`src/rtl/swint_pkg.sv`:
```
package swint_pkg;

  localparam int unsigned ADDR_W = 22;

  typedef enum logic [2:0] {
    REG_NONE,
    REG_PRIO,
    REG_PEND,
    REG_ENAB,
    REG_THR,
    REG_CLAIM
  } reg_kind_e;

  typedef struct packed {
    reg_kind_e  kind;
    logic [9:0] ctx;
    logic [9:0] idx;
  } reg_dec_t;

  // Address map decode; range checks against the parameters happen in the top.
  function automatic reg_dec_t map_decode(input logic [ADDR_W-1:0] a);
    reg_dec_t d;
    logic [ADDR_W-1:0] off;
    d = '0;
    d.kind = REG_NONE;
    off = a - ADDR_W'(22'h2000);
    if (a[21]) begin
      d.ctx = {1'b0, a[20:12]};
      if (a[11:0] == 12'h000) d.kind = REG_THR;
      else if (a[11:0] == 12'h004) d.kind = REG_CLAIM;
    end else if (a[21:12] == 10'd1) begin
      d.kind = REG_PEND;
      d.idx  = a[11:2];
    end else if (a[21:13] != 9'd0) begin
      if (off[21:17] == 5'd0) begin
        d.kind = REG_ENAB;
        d.ctx  = off[16:7];
        d.idx  = {5'd0, off[6:2]};
      end
    end else begin
      d.kind = REG_PRIO;
      d.idx  = a[11:2];
    end
    return d;
  endfunction

endpackage

```
`src/rtl/swint_arb.sv`:
```
module swint_arb #(
  parameter int unsigned NS1    = 9,
  parameter int unsigned PRIO_W = 3,
  parameter int unsigned ID_W   = 4
) (
  input  logic [NS1-1:0]        elig_i,
  input  logic [NS1*PRIO_W-1:0] prio_i,
  output logic [ID_W-1:0]       id_o,
  output logic                  hit_o
);

  logic [PRIO_W-1:0] best;

  // Ascending scan; only a strictly larger priority replaces the winner,
  // so the lowest ID keeps a tie.
  always_comb begin
    hit_o = 1'b0;
    id_o  = '0;
    best  = '0;
    for (int n = 1; n < NS1; n++) begin
      if (elig_i[n] && (!hit_o || prio_i[n*PRIO_W +: PRIO_W] > best)) begin
        hit_o = 1'b1;
        id_o  = ID_W'(n);
        best  = prio_i[n*PRIO_W +: PRIO_W];
      end
    end
  end

endmodule

```
`src/rtl/swint_srcstate.sv`:
```
module swint_srcstate #(
  parameter int unsigned VW   = 32,
  parameter int unsigned ID_W = 4,
  parameter logic [VW-1:0] SRC_MASK = '0
) (
  input  logic            clk,
  input  logic            rst,
  input  logic            set_en,
  input  logic [VW-1:0]   set_vec,
  input  logic            claim_en,
  input  logic [ID_W-1:0] claim_id,
  input  logic            cmpl_en,
  input  logic [ID_W-1:0] cmpl_id,
  output logic [VW-1:0]   pend_o,
  output logic [VW-1:0]   insvc_o
);

  logic [VW-1:0] pend_q, insvc_q, pend_d, insvc_d;

  always_comb begin
    pend_d  = pend_q;
    insvc_d = insvc_q;
    if (set_en) pend_d = pend_d | (set_vec & SRC_MASK);
    if (claim_en) begin
      pend_d[claim_id]  = 1'b0;
      insvc_d[claim_id] = 1'b1;
    end
    if (cmpl_en && insvc_q[cmpl_id]) insvc_d[cmpl_id] = 1'b0;
    pend_d  = pend_d & SRC_MASK;
    insvc_d = insvc_d & SRC_MASK;
  end

  always_ff @(posedge clk) begin
    if (rst) begin
      pend_q  <= '0;
      insvc_q <= '0;
    end else begin
      pend_q  <= pend_d;
      insvc_q <= insvc_d;
    end
  end

  assign pend_o  = pend_q;
  assign insvc_o = insvc_q;

  AST_CLAIM_TAKES: assert property (@(posedge clk) disable iff (rst)
    claim_en |=> (!pend_q[$past(claim_id)] && insvc_q[$past(claim_id)]));

  AST_PEND_SET_ONLY: assert property (@(posedge clk) disable iff (rst)
    !claim_en |=> ((pend_q & $past(pend_q)) == $past(pend_q)));

  AST_CMPL_FILTER: assert property (@(posedge clk) disable iff (rst)
    (cmpl_en && !claim_en && !insvc_q[cmpl_id]) |=> $stable(insvc_q));

endmodule

```
`src/rtl/swint_ctrl.sv`:
```
module swint_ctrl
  import swint_pkg::*;
#(
  parameter int unsigned NSRC   = 8,
  parameter int unsigned NHART  = 4,
  parameter int unsigned PRIO_W = 3
) (
  input  logic                 clk,
  input  logic                 rst,
  input  logic [ADDR_W-1:0]    bus_addr,
  input  logic                 bus_we,
  input  logic                 bus_re,
  input  logic [31:0]          bus_wdata,
  output logic [31:0]          bus_rdata,
  output logic [NHART-1:0]     irq_o
);

  localparam int unsigned NS1   = NSRC + 1;
  localparam int unsigned NWORD = (NS1 + 31) / 32;
  localparam int unsigned VW    = NWORD * 32;
  localparam int unsigned ID_W  = $clog2(NS1);
  localparam logic [VW-1:0] SRC_MASK = ((VW'(1) << NS1) - VW'(1)) ^ VW'(1);

  reg_dec_t dec;
  logic     ctx_ok;
  assign dec    = map_decode(bus_addr);
  assign ctx_ok = dec.ctx < 10'(NHART);

  logic [PRIO_W-1:0]     prio_q [NS1];
  logic [NS1*PRIO_W-1:0] prio_flat;
  logic [VW-1:0]         ena_q  [NHART];
  logic [PRIO_W-1:0]     thr_q  [NHART];
  logic [VW-1:0]         pend, insvc;
  logic [VW-1:0]         elig   [NHART];
  logic [ID_W-1:0]       arb_id [NHART];
  logic [NHART-1:0]      arb_hit;

  // Configuration registers
  always_ff @(posedge clk) begin
    if (rst) begin
      for (int n = 0; n < NS1; n++) prio_q[n] <= '0;
      for (int c = 0; c < NHART; c++) begin
        ena_q[c] <= '0;
        thr_q[c] <= '0;
      end
    end else if (bus_we) begin
      for (int n = 1; n < NS1; n++)
        if (dec.kind == REG_PRIO && dec.idx == 10'(n)) prio_q[n] <= bus_wdata[PRIO_W-1:0];
      for (int c = 0; c < NHART; c++) begin
        if (dec.kind == REG_THR && dec.ctx == 10'(c)) thr_q[c] <= bus_wdata[PRIO_W-1:0];
        for (int w = 0; w < NWORD; w++)
          if (dec.kind == REG_ENAB && dec.ctx == 10'(c) && dec.idx == 10'(w))
            ena_q[c][w*32 +: 32] <= bus_wdata & SRC_MASK[w*32 +: 32];
      end
    end
  end

  always_comb
    for (int n = 0; n < NS1; n++) prio_flat[n*PRIO_W +: PRIO_W] = prio_q[n];

  // Per-context eligibility and arbitration
  for (genvar c = 0; c < NHART; c++) begin : g_ctx
    always_comb begin
      elig[c] = '0;
      for (int n = 1; n < NS1; n++)
        elig[c][n] = pend[n] & ena_q[c][n] & ~insvc[n] & (prio_q[n] > thr_q[c]);
    end

    swint_arb #(.NS1(NS1), .PRIO_W(PRIO_W), .ID_W(ID_W)) u_arb (
      .elig_i (elig[c][NS1-1:0]),
      .prio_i (prio_flat),
      .id_o   (arb_id[c]),
      .hit_o  (arb_hit[c])
    );

    AST_GRANT_ELIGIBLE: assert property (@(posedge clk) disable iff (rst)
      arb_hit[c] |-> elig[c][arb_id[c]]);
  end

  // Claim and completion
  logic            claim_fire, cmpl_fire, set_fire;
  logic [ID_W-1:0] claim_id;
  logic [VW-1:0]   set_vec;

  always_comb begin
    claim_fire = 1'b0;
    claim_id   = '0;
    for (int c = 0; c < NHART; c++)
      if (dec.ctx == 10'(c)) begin
        claim_fire = bus_re && dec.kind == REG_CLAIM && arb_hit[c];
        claim_id   = arb_id[c];
      end
  end

  assign cmpl_fire = bus_we && dec.kind == REG_CLAIM && ctx_ok &&
                     bus_wdata != 32'd0 && bus_wdata <= 32'(NSRC);
  assign set_fire  = bus_we && dec.kind == REG_PEND && dec.idx < 10'(NWORD);
  assign set_vec   = VW'(bus_wdata) << (dec.idx * 32);

  swint_srcstate #(.VW(VW), .ID_W(ID_W), .SRC_MASK(SRC_MASK)) u_state (
    .clk      (clk),
    .rst      (rst),
    .set_en   (set_fire),
    .set_vec  (set_vec),
    .claim_en (claim_fire),
    .claim_id (claim_id),
    .cmpl_en  (cmpl_fire),
    .cmpl_id  (bus_wdata[ID_W-1:0]),
    .pend_o   (pend),
    .insvc_o  (insvc)
  );

  // Read mux and registered outputs
  logic [31:0] rd_val;

  always_comb begin
    rd_val = '0;
    unique case (dec.kind)
      REG_PRIO:
        for (int n = 1; n < NS1; n++)
          if (dec.idx == 10'(n)) rd_val = 32'(prio_q[n]);
      REG_PEND:
        for (int w = 0; w < NWORD; w++)
          if (dec.idx == 10'(w)) rd_val = pend[w*32 +: 32];
      REG_ENAB:
        for (int c = 0; c < NHART; c++)
          for (int w = 0; w < NWORD; w++)
            if (dec.ctx == 10'(c) && dec.idx == 10'(w)) rd_val = ena_q[c][w*32 +: 32];
      REG_THR:
        for (int c = 0; c < NHART; c++)
          if (dec.ctx == 10'(c)) rd_val = 32'(thr_q[c]);
      REG_CLAIM:
        for (int c = 0; c < NHART; c++)
          if (dec.ctx == 10'(c) && arb_hit[c]) rd_val = 32'(arb_id[c]);
      default: rd_val = '0;
    endcase
  end

  always_ff @(posedge clk) begin
    if (rst) begin
      bus_rdata <= '0;
      irq_o     <= '0;
    end else begin
      bus_rdata <= bus_re ? rd_val : 32'd0;
      for (int c = 0; c < NHART; c++) irq_o[c] <= |elig[c];
    end
  end

  AST_RSVD_ZERO: assert property (@(posedge clk) disable iff (rst)
    (bus_re && bus_addr == '0) |=> bus_rdata == 32'd0);

  AST_EMPTY_CLAIM: assert property (@(posedge clk) disable iff (rst)
    (bus_re && dec.kind == REG_CLAIM && !claim_fire) |=> bus_rdata == 32'd0);

endmodule

```
`config.mk`:
```
export PLATFORM = sky130hd
export DESIGN_NAME = swint_ctrl
export DESIGN_NICKNAME = d
export VERILOG_FILES = /design/src/rtl/swint_pkg.sv /design/src/rtl/swint_arb.sv /design/src/rtl/swint_srcstate.sv /design/src/rtl/swint_ctrl.sv
export SDC_FILE = /design/constraint.sdc
export NUM_CORES = 1
export LEC_CHECK = 0
export ABC_AREA = 1
export ABC_CLOCK_PERIOD_IN_PS = 10100
export BUFFER_PORTS_ARGS = -buffer_cell sky130_fd_sc_hd__clkbuf_2
export CAP_MARGIN = 20
export CORE_MARGIN = 1.5
export CORE_UTILIZATION = 35
export CTS_CLUSTER_SIZE = 30
export DETAILED_ROUTE_END_ITERATION = 10
export PLACE_DENSITY_LB_ADDON = 0.12
export SLEW_MARGIN = 15
export SYNTH_ARGS = -nofsm -noshare
export SYNTH_HDL_FRONTEND = slang
export SYNTH_HIERARCHICAL = 1
export SYNTH_SLANG_ARGS = --single-unit
```
`constraint.sdc`:
```
create_clock -name clk -period 10.1 [get_ports clk]
set_input_delay 0.505 -clock clk [delete_from_list [all_inputs] [get_ports clk]]
set_output_delay 0.505 -clock clk [all_outputs]
set_load 0.005 [all_outputs]
```
==> impl_metrics.json <==
{
  "place.gp.congestion": 0.9261,
  "clkSinkCount": 120,
  "htreeDepth": 4,
  "relSlewSlack": 0.2299,
  "finish.instance_area_sq_um": 16570,
  "grt_pass1_wl_um": 70390,
  "antenna_left": 0,
  "critPathCaptureType": "flop",
  "critPathMostFrequentCell": "nand2_1",
  "worst_pin_slew_ns": 1.145,
  "worstSetupStartpoint": "prio_q[0][5]",
  "initial_utilization": 0.3540,
  "crit_buf_inv": 7,
  "vias": 13290,
  "critPathLaunchType": "flop",
  "die_width_um": 192.5,
  "antenna_found_initial": 0,
  "stdcell_count": 2589,
  "groute.usage.overall": 0.2535,
  "cts_buffer_depth": 2,
  "drv_cap": 0,
  "finalMaxSlewViolations": 0,
  "routed_via_density": 5.131,
  "cts_made_buffers": 17,
  "wl_per_cell_um": 18.16,
  "vdd_drop_max_mv": 0.1168,
  "fillCellCount": 3671,
  "cts_root_buf": "clkbuf_16",
  "reg2reg_depth": 74,
  "whs_path_depth": 3,
  "fp-row-count": 69,
  "hold_viol": 0,
  "power.density_nw_per_um2": 84.29,
  "synth_area_sq_um": 12560,
  "placed_cell_area_sq_um": 14640,
  "hp-class": "input port to flop",
  "diodes": 0,
  "setup_violations": 0,
  "dp_hpwl_um": 36470,
  "slowest_delay_ns": 0.46,
  "critPathMaxFanout": 7,
  "port_buffers": 93,
  "hold-worst-slack_ns": 0.4691,
  "critical_path_required_ns": 10.43,
  "route.detailed.drc": 0,
  "grt_pass1_vias": 12510,
  "cts_tree": "done",
  "finClkSkew_ns": 0.01039,
  "rsz0062_at_grt": "true",
  "dieArea_sq_um": 37040,
  "crit_slowest_cell": "edfxtp_1",
  "clkSlewWorstSetupHoldPaths_ns": 0.06,
  "arrival_ns": 9.89,
  "critPathKind": "flop to flop",
  "grt-ovfl-total": 0,
  "r2r_start": "prio_q[0][5]",
  "chipHeight_um": 192.5,
  "layout_common_cells": "414 x nand2_1, 205 x inv_1, 192 x nor2_1",
  "period_minus_slack_ns": 9.564,
  "worst-path-stages": 74,
  "drt_pass1_iterations": 5,
  "critPathTopFamily": "simple AND/OR/NAND/NOR gates",
  "ioPinCount": 94,
  "post-route-period-util": 0.9469,
  "final_common_cell": "nand2_1",
  "drt-total-wl_um": 47010,
  "drive_above_1_share": 0.2881,
  "coreArea_sq_um": 35480,
  "p_leak_nw": 7.973,
  "status": "finished clean",
  "hold_path.startpoint": "bus_wdata[7]",
  "synth_cells": 1829,
  "finalNetCount": 2355,
  "syn_avg_cell_area_sq_um": 6.868,
  "area_growth_pct": 31.87,
  "grt_max_degree": 32,
  "yosysWarningCount": 6,
  "clock_latency_ns": 0.43,
  "drtIter0Drc": 689,
  "timing.fmax_mhz": 104.6,
  "dp_cells": 2527
}
## what timing repair did
action / CTS / global route
hold buffers: 0 / 0
pin swaps: 2 / 66
resized for setup: 8 / 245
setup endpoints to repair: 16 / 20
setup buffers: 1 / 29
## worst register-to-register path, delay by kind of cell, from the launching register on
kind | cells | cell delay [ns]
flops | 1 | 0.46
buf+inv | 7 | 0.85
fa+ha+maj | 8 | 1.89
compound gates | 17 | 2.25
simple gates | 42 | 4.00
## sequential cells by signal, indices dropped and copies added, names as in the netlist
signal and cells:
u_state/pend_o 8, irq_o 4, bus_rdata 32, prio_q 24, thr_q 12, u_state/insvc_o 8
ena_q 32
## metal layers
| metal | up-vias | part of all wire | GRT usage |
|---|---|---|---|
| li1 | 6677 | - | - |
| met1 | 6190 | 0.45 | 0.3260 |
| met2 | 339 | 0.47 | 0.4318 |
| met3 | 79 | 0.042 | 0.03255 |
| met4 | 0 | 0.040 | 0.09362 |
| met5 | - | 0 | 0 |
## area by class of cell
type                    instances  area, sq um  share of cell area
inverters                     250        940.9             0.05680
repair buffers                290         1993              0.1203
flip-flops and latches        120         3083              0.1861
multi-input cells            1436         9397              0.5672
well taps                     461        576.8             0.03482
clock buffers                  18        450.4             0.02719
clock inverters                14        125.1            0.007553
## worst paths after layout
kind                              to  slack, ns
setup reg to reg  u_state/insvc_o[7]       0.54
hold / removal           ena_q[1][6]       0.47
hold reg to reg    u_state/pend_o[2]       0.53
setup / recovery  u_state/insvc_o[7]       0.54
## through the flow
| step | power, W | util | setup TNS [ns] | setup slack [ns] |
|---|---|---|---|---|
| 6_report | 0.001396 | 0.4669 | 0 | 0.5364 |
| 5_1_grt | 0.001461 | 0.4669 | -2.365 | -0.2585 |
| 4_1_cts | 0.001383 | 0.4297 | 0 | 0.001218 |
| 3_5_place_dp | 0.0007883 | 0.4125 | -1.552 | -0.1838 |
| 3_3_place_gp | 0.0007778 | 0.4125 | -0.007737 | -0.007737 |
| 2_1_floorplan | 0.0007018 | - | 0 | 0.7753 |
## report_power, final
group | switching (W) | leakage, nW | total [W] | internal [W]
clock network | 0.000256 | 0.288 | 0.000594 | 0.000339
logic | 0.000160 | 6.62 | 0.000255 | 0.0000954
registers | 0.0000175 | 1.06 | 0.000547 | 0.000529
total | 0.000433 | 7.97 | 0.00140 | 0.000964
Power figures use the tool's default switching activity.
